## src/rtl/ipc_pkg.sv

```systemverilog
package ipc_pkg;
  localparam int ADDR_W = 22;
  localparam int DATA_W = 32;

  typedef enum logic [2:0] {
    HIT_NONE,
    HIT_PRIO,
    HIT_PEND,
    HIT_EN,
    HIT_THR,
    HIT_CLAIM
  } hit_e;
endpackage

```

## src/rtl/ipc_rst_sync.sv

```systemverilog
module ipc_rst_sync (
  input  logic clk,
  input  logic rst_n_i,
  output logic rst_n_o
);
  logic [1:0] sync_q;

  always_ff @(posedge clk or negedge rst_n_i) begin
    if (!rst_n_i) sync_q <= 2'b00;
    else          sync_q <= {sync_q[0], 1'b1};
  end

  assign rst_n_o = sync_q[1];
endmodule

```

## src/rtl/ipc_gateway.sv

```systemverilog
// Edge capture, pending and in-service tracking for all sources.
module ipc_gateway #(
  parameter int LW = 32
) (
  input  logic          clk,
  input  logic          rst_n,
  input  logic [LW-1:0] src_i,
  input  logic [LW-1:0] claim_i,
  input  logic [LW-1:0] done_i,
  output logic [LW-1:0] pend_o,
  output logic [LW-1:0] clm_o
);
  logic [LW-1:0] src_q, pend_q, clm_q;
  logic [LW-1:0] pend_n, clm_n, rise;

  always_comb begin
    rise   = src_i & ~src_q;
    pend_n = (pend_q | (rise & ~clm_q)) & ~claim_i;
    clm_n  = (clm_q | claim_i) & ~done_i;
  end

  always_ff @(posedge clk or negedge rst_n) begin
    if (!rst_n) begin
      src_q  <= '0;
      pend_q <= '0;
      clm_q  <= '0;
    end else begin
      src_q  <= src_i;
      pend_q <= pend_n;
      clm_q  <= clm_n;
    end
  end

  assign pend_o = pend_q;
  assign clm_o  = clm_q;

  // a source is never pending and claimed at once
  a_r10_pend_clm_excl: assert property (@(posedge clk) disable iff (!rst_n)
    (pend_q & clm_q) == '0);

  // a completion releases the source on the next cycle
  a_r5_done_clears: assert property (@(posedge clk) disable iff (!rst_n)
    (done_i != '0) |=> ((clm_q & $past(done_i)) == '0));
endmodule

```

## src/rtl/ipc_winner.sv

```systemverilog
// Priority scan for one context: first strict maximum above threshold.
module ipc_winner #(
  parameter int LW  = 32,
  parameter int PW  = 3,
  parameter int IDW = 5
) (
  input  logic                   clk,
  input  logic                   rst_n,
  input  logic [LW-1:0]          cand_i,
  input  logic [LW-1:0][PW-1:0]  prio_i,
  input  logic [PW-1:0]          thr_i,
  output logic [IDW-1:0]         win_o
);
  logic [PW-1:0] best_p;

  always_comb begin
    best_p = thr_i;
    win_o  = '0;
    for (int i = 1; i < LW; i++) begin
      if (cand_i[i] && (prio_i[i] > best_p)) begin
        best_p = prio_i[i];
        win_o  = IDW'(i);
      end
    end
  end

  // a non-zero result is an eligible source above threshold
  a_r2_winner_valid: assert property (@(posedge clk) disable iff (!rst_n)
    (win_o != '0) |-> (cand_i[win_o] && (prio_i[win_o] > thr_i)));
endmodule

```

## src/rtl/irq_claim_ctrl.sv

```systemverilog
module irq_claim_ctrl #(
  parameter int NSRC = 31,
  parameter int NCTX = 2,
  parameter int PW   = 3
) (
  input  logic                       clk,
  input  logic                       rst_n,
  input  logic [NSRC-1:0]            src_i,
  input  logic                       req_valid_i,
  input  logic                       req_write_i,
  input  logic [ipc_pkg::ADDR_W-1:0] req_addr_i,
  input  logic [ipc_pkg::DATA_W-1:0] req_wdata_i,
  output logic [ipc_pkg::DATA_W-1:0] rd_data_o,
  output logic [NCTX-1:0]            irq_o
);
  import ipc_pkg::*;

  localparam int LW   = NSRC + 1;
  localparam int IDW  = $clog2(LW);
  localparam int MAXP = (1 << PW) - 1;
  localparam int CB   = (NCTX > 1) ? $clog2(NCTX) : 1;
  localparam logic [LW-1:0] ONE = {{(LW-1){1'b0}}, 1'b1};

  logic rst_s;
  ipc_rst_sync u_rst (.clk(clk), .rst_n_i(rst_n), .rst_n_o(rst_s));

  // register state
  logic [LW-1:0][PW-1:0]   prio_q, prio_n;
  logic [NCTX-1:0][PW-1:0] thr_q, thr_n;
  logic [NCTX-1:0][LW-1:0] en_q, en_n;
  logic [DATA_W-1:0]       rd_q, rd_n;
  logic [NCTX-1:0]         irq_q, irq_n;

  logic [LW-1:0]  pend, clm, claim_vec, done_vec;
  logic [IDW-1:0] win_id [NCTX];
  logic [IDW-1:0] claim_id;
  hit_e           hit;
  logic [IDW-1:0] sel_src;
  logic [CB-1:0]  sel_ctx;
  logic           wr, rdn;

  assign wr  = req_valid_i & req_write_i;
  assign rdn = req_valid_i & ~req_write_i;

  // address decode
  always_comb begin
    hit     = HIT_NONE;
    sel_src = '0;
    sel_ctx = '0;
    if (req_addr_i[1:0] == 2'b00) begin
      if (!req_addr_i[21]) begin
        if (req_addr_i[20:14] == '0) begin
          case (req_addr_i[13:12])
            2'd0: if (int'(req_addr_i[11:2]) < NSRC) begin
              hit     = HIT_PRIO;
              sel_src = IDW'(int'(req_addr_i[11:2]) + 1);
            end
            2'd1: if (req_addr_i[11:2] == '0) hit = HIT_PEND;
            2'd2: if ((int'(req_addr_i[11:7]) < NCTX) && (req_addr_i[6:2] == '0)) begin
              hit     = HIT_EN;
              sel_ctx = req_addr_i[7 +: CB];
            end
            default: ;
          endcase
        end
      end else if ((req_addr_i[20:12+CB] == '0) && (int'(req_addr_i[12 +: CB]) < NCTX)) begin
        sel_ctx = req_addr_i[12 +: CB];
        if (req_addr_i[11:2] == 10'd0)      hit = HIT_THR;
        else if (req_addr_i[11:2] == 10'd1) hit = HIT_CLAIM;
      end
    end
  end

  // claim / completion requests into the gateway
  always_comb begin
    claim_id  = win_id[sel_ctx];
    claim_vec = '0;
    done_vec  = '0;
    if (rdn && (hit == HIT_CLAIM) && (claim_id != '0))
      claim_vec = ONE << claim_id;
    if (wr && (hit == HIT_CLAIM) && (req_wdata_i < 32'(LW)))
      done_vec = (ONE << req_wdata_i[IDW-1:0]) & ~ONE;
  end

  ipc_gateway #(.LW(LW)) u_gate (
    .clk     (clk),
    .rst_n   (rst_s),
    .src_i   ({src_i, 1'b0}),
    .claim_i (claim_vec),
    .done_i  (done_vec),
    .pend_o  (pend),
    .clm_o   (clm)
  );

  for (genvar c = 0; c < NCTX; c++) begin : g_ctx
    logic [LW-1:0] cand;
    assign cand = pend & ~clm & en_q[c];

    ipc_winner #(.LW(LW), .PW(PW), .IDW(IDW)) u_win (
      .clk    (clk),
      .rst_n  (rst_s),
      .cand_i (cand),
      .prio_i (prio_q),
      .thr_i  (thr_q[c]),
      .win_o  (win_id[c])
    );

    assign irq_n[c] = (win_id[c] != '0);

    // no eligible source means the line is low next cycle
    a_r3_irq_idle: assert property (@(posedge clk) disable iff (!rst_s)
      ((pend & ~clm & en_q[c]) == '0) |=> !irq_o[c]);
  end

  // next-state for configuration and read data
  always_comb begin
    prio_n = prio_q;
    thr_n  = thr_q;
    en_n   = en_q;
    rd_n   = rd_q;
    if (wr) begin
      case (hit)
        HIT_PRIO: prio_n[sel_src] = req_wdata_i[PW-1:0];
        HIT_THR:  if (req_wdata_i <= 32'(MAXP)) thr_n[sel_ctx] = req_wdata_i[PW-1:0];
        HIT_EN:   en_n[sel_ctx] = {req_wdata_i[LW-1:1], 1'b0};
        default: ;
      endcase
    end
    if (rdn) begin
      case (hit)
        HIT_PRIO:  rd_n = DATA_W'(prio_q[sel_src]);
        HIT_PEND:  rd_n = DATA_W'(pend);
        HIT_EN:    rd_n = DATA_W'(en_q[sel_ctx]);
        HIT_THR:   rd_n = DATA_W'(thr_q[sel_ctx]);
        HIT_CLAIM: rd_n = DATA_W'(claim_id);
        default:   rd_n = '0;
      endcase
    end
  end

  always_ff @(posedge clk or negedge rst_s) begin
    if (!rst_s) begin
      prio_q <= '0;
      thr_q  <= '0;
      en_q   <= '0;
      rd_q   <= '0;
      irq_q  <= '0;
    end else begin
      if (wr)  prio_q <= prio_n;
      if (wr)  thr_q  <= thr_n;
      if (wr)  en_q   <= en_n;
      if (rdn) rd_q   <= rd_n;
      irq_q <= irq_n;
    end
  end

  assign rd_data_o = rd_q;
  assign irq_o     = irq_q;

  // a claim returns the selected ID on the following cycle
  a_r4_claim_returns: assert property (@(posedge clk) disable iff (!rst_s)
    (rdn && (hit == HIT_CLAIM) && (claim_id != '0)) |=>
      (rd_data_o == DATA_W'($past(claim_id))));

  // out-of-range threshold writes leave all thresholds unchanged
  a_r7_thr_limit: assert property (@(posedge clk) disable iff (!rst_s)
    (wr && (hit == HIT_THR) && (req_wdata_i > 32'(MAXP))) |=> $stable(thr_q));
endmodule

```

## config.mk

```make
export PLATFORM = sky130hd
export DESIGN_NAME = irq_claim_ctrl
export DESIGN_NICKNAME = d
export VERILOG_FILES = /design/src/rtl/ipc_pkg.sv /design/src/rtl/ipc_rst_sync.sv /design/src/rtl/ipc_gateway.sv /design/src/rtl/ipc_winner.sv /design/src/rtl/irq_claim_ctrl.sv
export SDC_FILE = /design/constraint.sdc
export NUM_CORES = 1
export LEC_CHECK = 0
export ABC_AREA = 1
export BUFFER_PORTS_ARGS = -buffer_cell sky130_fd_sc_hd__buf_4
export CAP_MARGIN = 20
export CORE_MARGIN = 5
export CORE_UTILIZATION = 45
export DETAILED_ROUTE_END_ITERATION = 12
export PLACE_DENSITY = 0.68
export SYNTH_ARGS = -nofsm -noshare
export SYNTH_HDL_FRONTEND = slang
export SYNTH_HIERARCHICAL = 1
export SYNTH_SLANG_ARGS = --single-unit
```

## constraint.sdc

```tcl
create_clock -name clk -period 14.7 [get_ports clk]
set_clock_uncertainty 0.2 [all_clocks]
set_input_delay 2.205 -clock clk [delete_from_list [all_inputs] [get_ports clk]]
set_output_delay 2.205 -clock clk [all_outputs]
set_load 0.03 [all_outputs]
```

After elaboration in Yosys (flattened, before gate mapping)

Index checks and enable logic that the tools add are counted.

Add/subtract/negate cells: 1
$lt $le $gt $ge: 71
Equality and inequality tests: 8
Shift-type cells: 2
Muxes and demuxes: 164
Bitwise gates (word level): 17
Reductions and logical operators: 81

Operators with widths:

| cell                                                        | count |
|---|---|
| two-way mux 3 bit                                           | 78 |
| AND 32 bit                                                  | 7 |
| two-way mux 5 bit                                           | 40 |
| > comparator 3 bit                                          | 62 |
| two-way mux 32 bit                                          | 5 |
| case mux 32 bit (5 select lines)                            | 1 |
| NOT 32 bit                                                  | 4 |
| bitwise mux 96 bit                                          | 1 |
| logical AND 1 bit                                           | 69 |
| bitwise mux 64 bit                                          | 1 |
| two-way mux 4 bit                                           | 16 |
| OR 32 bit                                                   | 2 |
| << shifter 1 x 5 -> 32 bit, first input constant            | 2 |
| demux 32 bit (select 1 bit)                                 | 1 |
| <= comparator 32 x 3 -> 1 bit, second input constant        | 1 |
| less-than comparator 32 x 6 -> 1 bit, second input constant | 1 |
| binary-select mux 3 bit (select 5 bit)                      | 1 |
| demux 3 bit (select 5 bit)                                  | 1 |
| nonzero test 5 bit                                          | 3 |
| two-way mux 2 bit                                           | 7 |
| equality test 10 x 1 -> 1 bit, second input constant        | 1 |
| logical NOT 10 bit                                          | 1 |
| less-than comparator 10 x 5 -> 1 bit, second input constant | 1 |
| two-way mux 1 bit                                           | 9 |
| other kinds (24)                                            | 29 |

Register bits: 297
Output and inout port bits: 34

Longest topological paths before layout

Gate-level depths: netlist of the first run.

Depth after elaboration: 103
Depth in mapped cells: 247

Hierarchy

Netlist of the first run, hierarchy kept.

By module, submodules not included:

| module                       | times used | cells an instance | area an instance (um^2) |
|---|---|---|---|
| irq_claim_ctrl               | 1          | 1480              | 11015.6 |
| ipc_winner at g_ctx[1].u_win | 1          | 643               | 3714.8 |
| ipc_winner at g_ctx[0].u_win | 1          | 636               | 3708.6 |
| ipc_gateway                  | 1          | 319               | 3321.9 |
| ipc_rst_sync                 | 1          | 3                 | 53.8 |

Worst setup path after synthesis of the first run

No wires, ideal clock.

Kind: register to register
Start point: register prio_q[5] (netlist bit)
End point: register u_gate.clm_q[5], in the netlist u_gate/clm_o[5]
Arrival: 31.637 ns
Data required time: 14.383 ns
Setup slack: -17.254 ns
Cell stages (with the launch flop): 219
Buffers on the path: 0
Path through: dfrtp_1 > ha_1 > nand3_1 > nand2_1 > inv_2 > nand2_4 > nand2_1 > o21ai_0 > ha_1 > nor2_1 > or2_2 > nand3_2 > nand3_2 > nand2_2 > nand2_1 > o21ai_0 > ha_1 > or2_2 > [183 not listed] > nand2_1 > ha_1 > nand2_1 > nor2_1 > a211oi_1 > nor2_1 > nor2_1 > inv_1 > a21oi_1 > nand2_1 > inv_1 > o21ai_4 > inv_2 > nand3_1 > nand2_2 > nor2_1 > nor2_1 > nor2_1

RTL lines:

| item                     | line                  | source |
|---|---|---|
| start: declaration       | irq_claim_ctrl.sv:28  | `logic [LW-1:0][PW-1:0] prio_q, prio_n;` |
| start signal: assignment | irq_claim_ctrl.sv:149 | `if (wr) prio_q <= prio_n;` |
| end signal: assignment   | ipc_gateway.sv:30     | `clm_q <= clm_n;` |
| end: declaration         | ipc_gateway.sv:13     | `logic [LW-1:0] src_q, pend_q, clm_q;` |

==> metrics.md, run 1 <==
| Metric | Value |
|---|---|
| Total grt overflow | 0 |
| Final core area utilization | 0.6808 |
| 1st-pass router iterations | 6 |
| Mux share of post-synthesis cell area | 0 |
| Commonest non-fill, non-tap cell in the layout | buf_4 |
| Vias | 24615 |
| Largest family of logic cells by synthesized area | simple AND/OR/NAND/NOR gates |
| Slew @ Worst Pin | 1.136 ns |
| Post-synthesis sequential area ratio | 0.3395 |
| CP Launch Type | flip-flop |
| Pin count of the biggest net entering global routing | 80 |
| Fmax achieved | 32.00 MHz |
| Post-place setup slack | -17.44 ns |
| CP endpoint kind | flip-flop |
| CP max stage delay | 0.39 ns |
| Antenna viol nets, final | 0 |
| Max cap viols | 0 |
| Setup violators final | 69 |
| Slew headroom | 0.2409 |
| Design area | 32570 sq um |
| Layout cells sized above 1 | 0.4031 |
| Simple-gate share of the synthesized area | 0.3593 |
| Async S/R FF share, synth | 1.000 |
| Starting density of the core | 0.4559 |
| GRT Total Usage | 0.3081 |
| Avg Synthesized Cell Area | 7.080 sq um |
| Synth Area in XOR/XNOR | 0.0008030 |
| Top_reg_cell synth | dfrtp_1 |
| Clock Latency Late Sink | 0.57 ns |
| Largest delay share family, worst path | simple AND/OR/NAND/NOR gates |
| CTS buffer count | 37 |
| Final Critical Period | 31.25 ns |
| Post-synthesis compound-gate area fraction | 0.1508 |
| # IOs | 123 |
| Mapped Cells | 3081 |
| Cell area power density | 59.40 nW/um^2 |
| Most frequent cells in the layout | buf_4, nand2_1, inv_1, dfrtp_1, nand2_2 |
| Crit path max fanout | 6 |
| Register bit total from synthesis | 296 |
| Synth Area in Adders | 0.04416 |
| Peak VDD IR | 83.94 uV |
| Htree depth | 2 |
| Setup_tns | -1131.79 ns |
| DP HPWL | 59.79 mm |
| Routed vias/inst | 5.429 |
| Required @ worst endpoint | 14.99 ns |
| Max Slew Vio Count | 0 |
| P_leak | 16.51 nW |
| Ys Warns | 6 |
| Post-synth EDFFs | 0 |
| DRC Markers | 0 |
| Tcrit/Tclk final | 2.126 |
| Vias in the first global route | 24372 |
| CP arrival | 31.54 ns |
| TritonCTS clock tree | yes |
| Outcome | finished, violations left |
| Drt total wl | 85.99 mm |
| CTS Buffer Depth | 3 |
| Worst Setup Path Type | flip-flop to flip-flop |
| Worst hold slack | 0.05636 ns |
| Yosys cell types | 52 |
| Routability Congestion | 0.9561 |
| Die Ht | 230.2 um |
| Worst path slowest cell | dfrtp_1 |
| Syn Std Cell Area | 21810 sq um |
| RSZ-0062 raised after global routing | true |
| Total core area | 47850 sq um |
| Die Width | 230.2 um |
| Clock sinks | 296 |
| Dpl cell area | 27480 sq um |
| CP Buf/Inv Count | 22 |
| Number of nets in the layout | 4056 |
| Area growth, synth to finish | 49.31% |
| Worst Hold Class | flip-flop to asynchronous set/reset pin |
| Most Frequent Cell on Critical Path | nand2_2 |
| Antenna violations before repair | 4 |
| CTS Root Cell | clkbuf_16 |
| Setup WS post-layout | -16.55 ns |
| Hold_buf cts | 0 |
| Final hold violation count | 0 |
| Initial DRC Count | 2185 |
| Failing checks | setup timing |
| Die area | 52980 sq um |
| Port buffer count | 122 |
| Reg clk slew, reported paths | 0.07 ns |
| # rows | 80 |
| DR WL/cell | 18.96 um |
| First-pass GRT wire length | 130.6 mm |
==> final cells by class <==
type	instances	area, sq um
fill	3762	15270
multi-input combinational	2197	14640
sequential	296	7412
timing repair buffer	825	6361
inverter	532	2021
clock buffer	51	1091
tap	615	769.5
clock inverter	15	264.0
timing repair inverter	1	7.507
antenna	2	5.005
==> metal layers <==
metal / track usage / vias up / share of wire
li1: - / 11612 / -
met1: 0.3945 / 11731 / 0.41
met2: 0.5113 / 998 / 0.47
met3: 0.05292 / 270 / 0.073
met4: 0.1414 / 4 / 0.051
met5: 0 / - / 0.00026
==> flip-flops by register name (all words and copies together) (netlist names) <==
name           count
en_q              62
u_gate/pend_o     32
u_gate/src_q      32
thr_q              6
irq_o              2
u_rst/sync_q       2
u_gate/clm_o      32
rd_data_o         32
prio_q            96
==> worst reg2reg max path: cells and delay by family, from the launching register on <==
kind	cells	cell delay [ns]
AND/OR/NAND/NOR	116	12.30
AO/OA/AOI/OAI	56	8.14
adder cells (fa/ha/maj)	31	7.89
buffers and inverters	22	2.25
flip-flops	1	0.39
==> where the power goes <==
part | internal, mW | switching, mW
clock | 0.643 | 0.388
sequential | 0.820 | 0.00295
combinational | 0.0245 | 0.0564
total | 1.49 | 0.447
==> through the flow <==
stage	total power [mW]	std cells
2_1_floorplan	0.8728	3085
3_3_place_gp	0.9146	4240
3_5_place_dp	0.9157	4240
4_1_cts	1.948	4459
5_1_grt	1.997	4533
6_report	1.935	4534
==> cells in the mapped netlist, types with 3 or more instances <==
cell,n,area share
a211oi_1,4,0.0014
a21boi_0,25,0.0086
a21oi_1,93,0.021
a21oi_2,4,0.0016
a22o_1,28,0.011
a31oi_1,3,0.00086
and2_1,4,0.0011
buf_2,29,0.0067
buf_4,3,0.0010
clkbuf_1,26,0.0045
dfrtp_1,296,0.34
ha_1,77,0.044
inv_1,511,0.088
inv_2,16,0.0028
nand2_1,684,0.12
nand2_2,151,0.043
nand2_4,8,0.0041
nand3_1,144,0.033
nand3_2,70,0.032
nand3_4,18,0.014
nand3b_1,44,0.015
nand4_1,51,0.015
nor2_1,228,0.039
nor2_2,9,0.0026
nor2_4,5,0.0026
nor3_1,49,0.011
nor3_2,4,0.0018
nor3b_1,31,0.011
nor4_1,4,0.0011
o21a_1,45,0.015
o21ai_0,239,0.055
o21ai_1,56,0.013
o22ai_1,30,0.0086
o32ai_1,22,0.0088
or2_2,44,0.013
==> what timing repair did <==
item                                    4_1_cts  5_1_grt
pin swaps                                   184      197
setup buffers                               157       77
gates cloned                                  2        1
endpoints found under the setup margin       69       69
resized for setup                           234      160
==> cell families (layout without fill, tap and decap cells) <==
kind of cell / Yosys count / after routing
AOI/OAI and AO/OA: 560 / 560
xor gates and xnor gates: 2 / 2
adders and majority gates: 77 / 77
buffers and inverters: 593 / 1424
DFF: 296 / 296
other: 2 / 8
and+or+nand+nor: 1551 / 1552
==> final timing paths <==
| path | start | end | slack (ns) | depth (start not counted) |
|---|---|---|---|---|
| max | prio_q[4] | u_gate/clm_o[11] | -16.55 | 225 |
| max in group asynchronous | u_rst/sync_q[1] | en_q[56] | 12.64 | 2 |
| max reg2reg | prio_q[4] | u_gate/clm_o[11] | -16.55 | 225 |
| min reg2reg | u_rst/sync_q[1] | en_q[52] | 0.06 | 0 |
| min | u_rst/sync_q[1] | en_q[52] | 0.06 | 0 |
| min in group clk | u_rst/sync_q[0] | u_rst/sync_q[1] | 0.16 | 0 |
Note: power is estimated with default switching activity, not from simulation.
==> inputs of run 2 (changes only) <==
- CELL_PAD_IN_SITES_DETAIL_PLACEMENT: unset -> 1
- CELL_PAD_IN_SITES_GLOBAL_PLACEMENT: unset -> 2
- CORE_UTILIZATION: 45 -> 39
- PLACE_DENSITY: 0.68 -> 0.93
==> metrics.md, run 2 (synthesis results as in run 1) <==
| Metric | Value |
|---|---|
| Outcome | finished, violations left |
| Failing checks | setup timing |
| Die area | 60760 sq um (+15%) |
| Slew @ Worst Pin | 1.154 ns (+0.01776 ns) |
| Required @ worst endpoint | 15.02 ns (+0.03 ns) |
| Max cap viols | 0 (unchanged) |
| # IOs | 123 (unchanged) |
| P_leak | 16.30 nW (-1.3%) |
| Max FFs per register | 96 (unchanged) |
| Number of diodes | 0 (-2) |
| Antenna violations before repair | 5 (+1) |
| Design area | 32610 sq um (+0.13%) |
| Drt total wl | 123.6 mm (+44%) |
| CTS buffer count | 39 (+5.4%) |
| Sequential Area | 7412 sq um (unchanged) |
| First-pass GRT wire length | 148.3 mm (+14%) |
| Critical hold path startpoint | u_rst/sync_q[0] |
| Worst Hold Class | flip-flop to flip-flop |
| Sw power | 0.5086 mW (+14%) |
| Clock sinks | 296 (unchanged) |
| Power share of the combinational group | 0.045 (+0.003) |
| Total core area | 55310 sq um (+16%) |
| Clk pwr share | 0.531 (-0.002) |
| Starting density of the core | 0.3944 (-0.06151) |
| # fillers | 6766 (+80%) |
| 1st-pass router iterations | 7 (+1) |
| Routed vias/inst | 6.026 (+11%) |
| Largest Register | prio_q |
| CP Launch Type | flip-flop |
| DP HPWL | 71.76 mm (+20%) |
| Commonest non-fill, non-tap cell in the layout | buf_4 |
| Vias in the first global route | 26770 (+9.8%) |
| Reg2reg start | prio_q[3] |
| DRC Markers | 0 (unchanged) |
| Cell area power density | 59.57 nW/um^2 (+0.28%) |
| Biggest registers after layout | prio_q x96, en_q x62 |
| Most Frequent Cell on Critical Path | nand2_2 |
| Crit path max fanout | 5 (-1) |
| Antenna viol nets, final | 0 (unchanged) |
| Seq pwr share | 0.425 (about the same) |
| Setup violators final | 69 (unchanged) |
| FF-to-FF End | u_gate/clm_o[22] |
| Area growth, synth to finish | 49.50% |
| Total grt overflow | 0 (unchanged) |
| Fmax achieved | 29.43 MHz (-8.0%) |
| Die Ht | 246.5 um (+7.1%) |
| DR WL/cell | 26.69 um (+41%) |
| Slew headroom | 0.2298 (-0.01113) |
| Hold Path Sink | u_rst/sync_q[1] |
| R2R Setup Slk | -19.28 ns (-2.73 ns) |
| Dpl cell area | 27910 sq um (+1.6%) |
| Layout cells sized above 1 | 0.4047 (+0.001623) |
| CTS Root Cell | clkbuf_16 |
| RSZ-0062 raised after global routing | true |
| CP endpoint kind | flip-flop |
| CP arrival | 34.29 ns (+2.75 ns) |
| Worst Setup Path Type | flip-flop to flip-flop |
| Final core area utilization | 0.5897 (-0.09110) |
| Worst hold path stage count | 0 |
| Post-place setup slack | -18.22 ns (-0.7839 ns) |
| Hold_buf cts | 0 (unchanged) |
| Vias | 27912 (+13%) |
| R2R depth | 225 (unchanged) |
| Pin count of the biggest net entering global routing | 77 (-3.8%) |
| Clock Latency Late Sink | 0.62 ns (+0.05 ns) |
| GRT Total Usage | 0.3092 (+0.001160) |
| Max Slew Vio Count | 0 (unchanged) |
| Sw frac | 0.2618 (+0.03076) |
| Setup WS post-layout | -19.28 ns (-2.726 ns) |
| Die Width | 246.5 um (+7.1%) |
| Worst path slowest cell | dfrtp_1 |
| # rows | 86 (+7.5%) |
| Port buffer count | 122 (unchanged) |
| Most frequent cells in the layout | buf_4, nand2_1, inv_1, dfrtp_1, nand2_2 |
| Final Critical Period | 33.98 ns (+2.726 ns) |
| CP max stage delay | 0.38 ns (about the same) |
| TritonCTS clock tree | yes |
| Htree depth | 2 (unchanged) |
| Final hold violation count | 0 (unchanged) |
| Routability Congestion | 0.9499 (-0.65%) |
| Tcrit/Tclk final | 2.311 (+0.1855) |
| Reg clk slew, reported paths | 0.07 ns (about the same) |
| Peak VDD IR | 82.39 uV (-1.9%) |
| Initial DRC Count | 2659 (+22%) |
| Number of nets in the layout | 4022 (-0.84%) |
| Multi-input logic area | 14830 sq um (+1.3%) |
| CTS Buffer Depth | 3 (unchanged) |
| Int Pwr | 1.434 mW (-3.6%) |
-- run 2: changes by cell type in the layout (fill, tap and decap cells not counted), sizes merged --
cell      change
bufinv        -3
diode         -2
clkinv        +5
clkbuf        -2
clkinvlp      +1
inv           +2
buf          -36
-- run 2: repair_timing --
action                                  4_1_cts  5_1_grt
cloned                                        0        3
gates resized for setup                      78      366
pin swaps                                    46      274
endpoints found under the setup margin       69       69
endpoints found under the hold margin         0        0
buffers inserted                             17      138
-- run 2: per-layer routing --
| layer | share of wire | vias to the layer above | track usage | routed length (um) |
|---|---|---|---|---|
| li1 | - | 11544 | - | - |
| met4 | 0.094 | 6 | 0.1285 | 11560 |
| met1 | 0.36 | 13808 | 0.3826 | 43900 |
| met3 | 0.084 | 823 | 0.04318 | 10360 |
| met5 | 0.00029 | - | 0 | 36 |
| met2 | 0.47 | 1731 | 0.5413 | 57760 |
-- run 2: worst max-delay path: cells and delay by family (launching register included) --
family | cells | cell delay (ns)
simple gates | 118 | 13.75
compound gates | 54 | 9.34
fa+ha+maj | 31 | 7.91
buf+inv | 22 | 2.16
flops | 1 | 0.38
-- run 2: power by group through the flow --
stage          clock network [mW]  registers, mW  logic (mW)
6_report                     1.03          0.825      0.0867
5_1_grt                      1.07          0.825      0.0918
4_1_cts                      1.02          0.825      0.0810
3_5_place_dp                    0          0.839      0.0802
3_3_place_gp                    0          0.839      0.0777
2_1_floorplan                   0          0.848      0.0251
-- run 2: worst max path at each step --
stage	from	end	slack [ns]	cells past startpoint
after global routing	prio_q[5]	u_gate/pend_o[30]	-20.19	226
after CTS	thr_q[2]	u_gate/pend_o[30]	-17.49	228
after detailed placement	prio_q[3]	u_gate/clm_o[22]	-18.22	224
final	prio_q[3]	u_gate/clm_o[22]	-19.28	225
after floorplan	prio_q[5]	u_gate/clm_o[5]	-14.92	220
after global placement	prio_q[5]	u_gate/clm_o[27]	-16.44	219
-- run 2: area by class of cell --
cell class / count / area share
multi-input combinational: 2197 / 0.4546
sequential: 296 / 0.2273
timing repair buffer: 789 / 0.1870
inverter: 532 / 0.06204
clock buffer: 49 / 0.03261
tap: 748 / 0.02870
clock inverter: 20 / 0.007635
timing repair inverter: 1 / 0.0001918
-- run 2: per-stage QoR --
step | total power [mW] | hold WS, ns | setup TNS, ns | instances
6_report | 1.943 | 0.1644 | -1312.79 | 4632
5_1_grt | 1.983 | 0.1773 | -1378.66 | 4632
4_1_cts | 1.928 | 0.1633 | -1197.86 | 4494
3_5_place_dp | 0.9196 | 0.1498 | -1240.49 | 4408
3_3_place_gp | 0.9164 | 0.1378 | -1117.01 | 4408
2_1_floorplan | 0.8728 | 0.1312 | -1020.59 | 3085
